## src/rtl/m3_acc_pkg.sv

```systemverilog
package m3_acc_pkg;

    localparam int SUM_W = 2;
    localparam int OPND_W = 2;
    localparam int MODULUS = 3;

    typedef enum logic [SUM_W-1:0] {
        TOT_ZERO = 2'b00,
        TOT_ONE  = 2'b01,
        TOT_TWO  = 2'b10,
        TOT_BAD  = 2'b11
    } total_e;

    typedef enum logic [1:0] {
        INC_NONE = 2'b00,
        INC_ONE  = 2'b01,
        INC_TWO  = 2'b10
    } incr_e;

    typedef struct packed {
        total_e cur;
        incr_e  inc;
    } step_t;

    // Advance a legal total by one step of size one.
    function automatic total_e bump(input total_e t);
        case (t)
            TOT_ZERO: bump = TOT_ONE;
            TOT_ONE:  bump = TOT_TWO;
            default:  bump = TOT_ZERO;
        endcase
    endfunction

endpackage

```

## src/rtl/m3_operand_map.sv

```systemverilog
module m3_operand_map
    import m3_acc_pkg::*;
(
    input  logic [OPND_W-1:0] raw,
    output incr_e             inc
);
    // An operand of three is a whole turn of the modulus: no net step.
    always_comb begin
        case (raw)
            2'b01:   inc = INC_ONE;
            2'b10:   inc = INC_TWO;
            default: inc = INC_NONE;
        endcase
    end

    // the full-turn code must collapse to a zero step
    always_comb begin
        a_r6_full_turn_zero: assert (!(raw === 2'b11) || inc === INC_NONE);
    end
endmodule

```

## src/rtl/m3_next_state.sv

```systemverilog
module m3_next_state
    import m3_acc_pkg::*;
(
    input  step_t  step,
    output total_e nxt
);
    always_comb begin
        if (step.cur == TOT_BAD) begin
            nxt = TOT_ZERO;
        end else begin
            case (step.inc)
                INC_ONE: nxt = bump(step.cur);
                INC_TWO: nxt = bump(bump(step.cur));
                default: nxt = step.cur;
            endcase
        end
    end

    // the next-state logic never produces the unused code
    always_comb begin
        a_r4_no_bad_next: assert (!(nxt === TOT_BAD));
    end
endmodule

```

## src/rtl/m3_state_reg.sv

```systemverilog
module m3_state_reg
    import m3_acc_pkg::*;
(
    input  logic   clk,
    input  logic   rst,
    input  total_e d,
    output total_e q
);
    always_ff @(posedge clk) begin
        if (rst) q <= TOT_ZERO;
        else     q <= d;
    end

    // reset clears the register at the next edge
    a_r1_reset_clears: assert property (@(posedge clk) rst |=> q == TOT_ZERO);
    // the register never holds the unused code outside reset
    a_r4_legal_code: assert property (@(posedge clk) disable iff (rst) q != TOT_BAD);
endmodule

```

## src/rtl/m3_accumulator.sv

```systemverilog
module m3_accumulator
    import m3_acc_pkg::*;
(
    input  logic              clk,
    input  logic              rst,
    input  logic [OPND_W-1:0] opnd,
    output logic [SUM_W-1:0]  sum_o
);
    incr_e  inc;
    total_e nxt;
    total_e cur;
    step_t  step;

    m3_operand_map u_map (
        .raw (opnd),
        .inc (inc)
    );

    assign step = '{cur: cur, inc: inc};

    m3_next_state u_next (
        .step (step),
        .nxt  (nxt)
    );

    m3_state_reg u_reg (
        .clk (clk),
        .rst (rst),
        .d   (nxt),
        .q   (cur)
    );

    assign sum_o = cur;

    // each edge adds the operand, reduced modulo three
    a_r2_mod_step: assert property (@(posedge clk) disable iff (rst)
        !rst |=> int'(sum_o) == (int'($past(sum_o)) + int'($past(opnd))) % MODULUS);
    // the wrap point, two plus two
    a_r5_wrap: assert property (@(posedge clk) disable iff (rst)
        (sum_o == 2'b10 && opnd == 2'b10) |=> sum_o == 2'b01);
    // an operand of three holds the total
    a_r6_hold: assert property (@(posedge clk) disable iff (rst)
        opnd == 2'b11 |=> $stable(sum_o));
endmodule

```

## config.mk

```make
export PLATFORM = sky130hd
export DESIGN_NAME = m3_accumulator
export DESIGN_NICKNAME = d
export VERILOG_FILES = /design/src/rtl/m3_acc_pkg.sv /design/src/rtl/m3_operand_map.sv /design/src/rtl/m3_next_state.sv /design/src/rtl/m3_state_reg.sv /design/src/rtl/m3_accumulator.sv
export SDC_FILE = /design/constraint.sdc
export NUM_CORES = 1
export LEC_CHECK = 0
export BUFFER_PORTS_ARGS = -buffer_cell sky130_fd_sc_hd__buf_2
export CORE_AREA = 5 5 42 44
export DETAILED_ROUTE_END_ITERATION = 7
export DIE_AREA = 0 0 47 49
export MAX_ROUTING_LAYER = met4
export PLACE_DENSITY = 0.3
export REMOVE_ABC_BUFFERS = 1
export SYNTH_ARGS = -nofsm -noshare
export SYNTH_HDL_FRONTEND = slang
export SYNTH_SLANG_ARGS = --single-unit
```

## constraint.sdc

```tcl
create_clock -name clk -period 1.6 [get_ports clk]
set_input_delay 0.16 -clock clk [delete_from_list [all_inputs] [get_ports clk]]
set_output_delay 0.16 -clock clk [all_outputs]
set_load 0.005 [all_outputs]
```

==> results.ini <==
[final_layout]
final_util_pct = 13.6
diodes = 0
fin_nets = 29
drive_gt1_share_pct = 40.9
area_growth_pct = 55.1
seq_area_um2 = 40.0
top_regs = u_reg.q x2
regMostFlops = u_reg.q
final_cell_mix = buf_2, clkbuf_4, inv_1, nor2_1, dfxtp_1
fill_cells = 173
multiInputGateArea_um2 = 75.1
layout_commonest_cell = buf_2
largest_reg_flops = 2

[timing]
slew_viol_final = 0
final.setup.tns_ns = 0
hold_violations = 0
period_share_pct = 60.4
setup_viol = 0
worst_pin_slew_ns = 0.221
rsz0062_at_grt = no
finClkSkew_ns = 0.000213
maxSlewHeadroom_pct = 85.2
timing.fmax_ghz = 1.03
finalWorstSetupSlack_ns = 0.634
layout_min_cycle_time_ns = 0.966

[clock_network]
clkSinkCount = 2
cts_tree = built
clk_latency_ns = 0.22
clockBufferDepth = 2
cts_made_buffers = 3
postCtsResizedCells = 0
h-tree-depth = 1
cts_hold_buf = 0
clk_pin_slew_ns = 0.03
root_buffer = clkbuf_4
cts_setup_buffers = 0

[power_and_ir_drop]
power_leakage_nw = 0.0832
p_sw_share_pct = 24.1
ir_drop_mv = 0.232
seq_power_share_pct = 29.8
pwr-share-clk_pct = 53.1
p_comb_share_pct = 17.1
internal_power_mw = 0.159
powerDensity_mw_per_mm2 = 1100
p_sw_mw = 0.0505

[synth]
synth_top_cell_area_share_pct = 32.7
synth-seq-cells = 2
synthesis.area_um2 = 123
synthCells = 14
synth.largest_area_cell = dfxtp_1
ys_types = 11
yosys_warnings = 0
avgSynthCellArea_um2 = 8.76
ys_seq_area_share_pct = 32.7
synthTopCellsByArea = dfxtp_1, nor4b_2, ha_1

[routing]
firstDrtPassIters = 1
drc = 0
vias_per_cell = 3.03
detail_route.wl_per_cell_um = 7.39
routed_wl_um = 281
ant_nets = 0
num_vias = 115
drt_iter0_drc = 0

[placed_design]
port_buffers = 5
post-place-ws_ns = 0.431
gp_congestion = 0.601

[setup_path]
critPathBufInv = 1
path_delay_family = flip-flops
cp_slowest_cell = dfxtp_1
crit_required_ns = 1.44
worstPathArrival_ns = 0.81
cp_max_fo = 6
critPathLaunchType = flip-flop
crit_type = reg2out
crit_chain = buf_2
end_kind = output port
critical-path-max-stage-delay_ns = 0.43

[global_routing]
grt-ovfl-total = 0
grtUsageMet2_pct = 2.49
use_met1_pct = 4.16
grtUsageMet3_pct = 1.11
grt_max_degree = 7
grt_usage_pct = 3.46
grt_pass1_wl_um = 462
antenna_found_initial = 0
top_usage_layer = met4
grt_pass1_vias = 133

[floorplanning]
die-width_um = 47
num_io_pins = 6
start_util_pct = 8.75
num_rows = 14
core_area_mm2 = 0.00140
dieArea_mm2 = 0.00230
die_y_um = 49

[outcome]
status = finished clean

[hold_path]
hold_class = in2reg

[run]
cap_violations = 0

layout make-up:
class	instances	share of cell area (%)
clock buffer	3	11.8
inverter	2	3.95
multi-input combinational	10	39.5
sequential	2	21.1
tap	16	10.5
timing repair buffer	5	13.2
cell families (layout without fill, tap and decap cells):
| group | after synthesis | in the layout | synth area share [%] |
|---|---|---|---|
| xor+xnor | 1 | 1 | 7.14 |
| fa+ha+maj | 1 | 1 | 10.2 |
| compound gates | 3 | 3 | 16.3 |
| flops | 2 | 2 | 32.7 |
| buf+inv | 2 | 10 | 6.12 |
| simple gates | 5 | 5 | 27.5 |
worst paths after layout:
check,from,to,slack [ns],depth (start not counted)
worst max register to register,u_reg.q[1],u_reg.q[1],0.71,3
worst max-delay path,u_reg.q[1],sum_o[1],0.63,1
worst min-delay path,rst,u_reg.q[0],0.11,2
worst min register to register,u_reg.q[1],u_reg.q[1],0.57,2
power groups by stage:
| stage | sequential, mW | clock, mW | combinational, mW |
|---|---|---|---|
| after floorplan | 0.0626 | 0 | 0.0240 |
| after global placement | 0.0628 | 0 | 0.0364 |
| after detailed placement | 0.0630 | 0 | 0.0361 |
| after CTS | 0.0625 | 0.120 | 0.0363 |
| after global routing | 0.0640 | 0.121 | 0.0409 |
| final | 0.0623 | 0.111 | 0.0359 |
synthesized netlist by cell type, drive strengths merged:
library cell,count
a31oi,1
nor2,2
nand3b,1
xnor2,1
inv,2
a2bb2oi,1
nor4b,1
a21oi,1
nand2,1
dfxtp,2
ha,1
layer usage:
layer	up-vias	share of wire, %
met4	0	0
met1	44	52
met3	0	11
met2	6	37
met5	-	0
li1	65	-
per-stage QoR:
| step | power, mW | cells | hold slack, ns | area (um2) |
|---|---|---|---|---|
| finish | 0.209 | 38 | 0.105 | 190 |
| global route | 0.226 | 38 | 0.109 | 190 |
| CTS | 0.219 | 38 | 0.0956 | 190 |
| detailed placement | 0.0991 | 35 | 0.336 | 168 |
| global placement | 0.0991 | 35 | 0.334 | 168 |
| floorplan | 0.0866 | 14 | 0.229 | 123 |
Power figures use the tool's default switching activity.
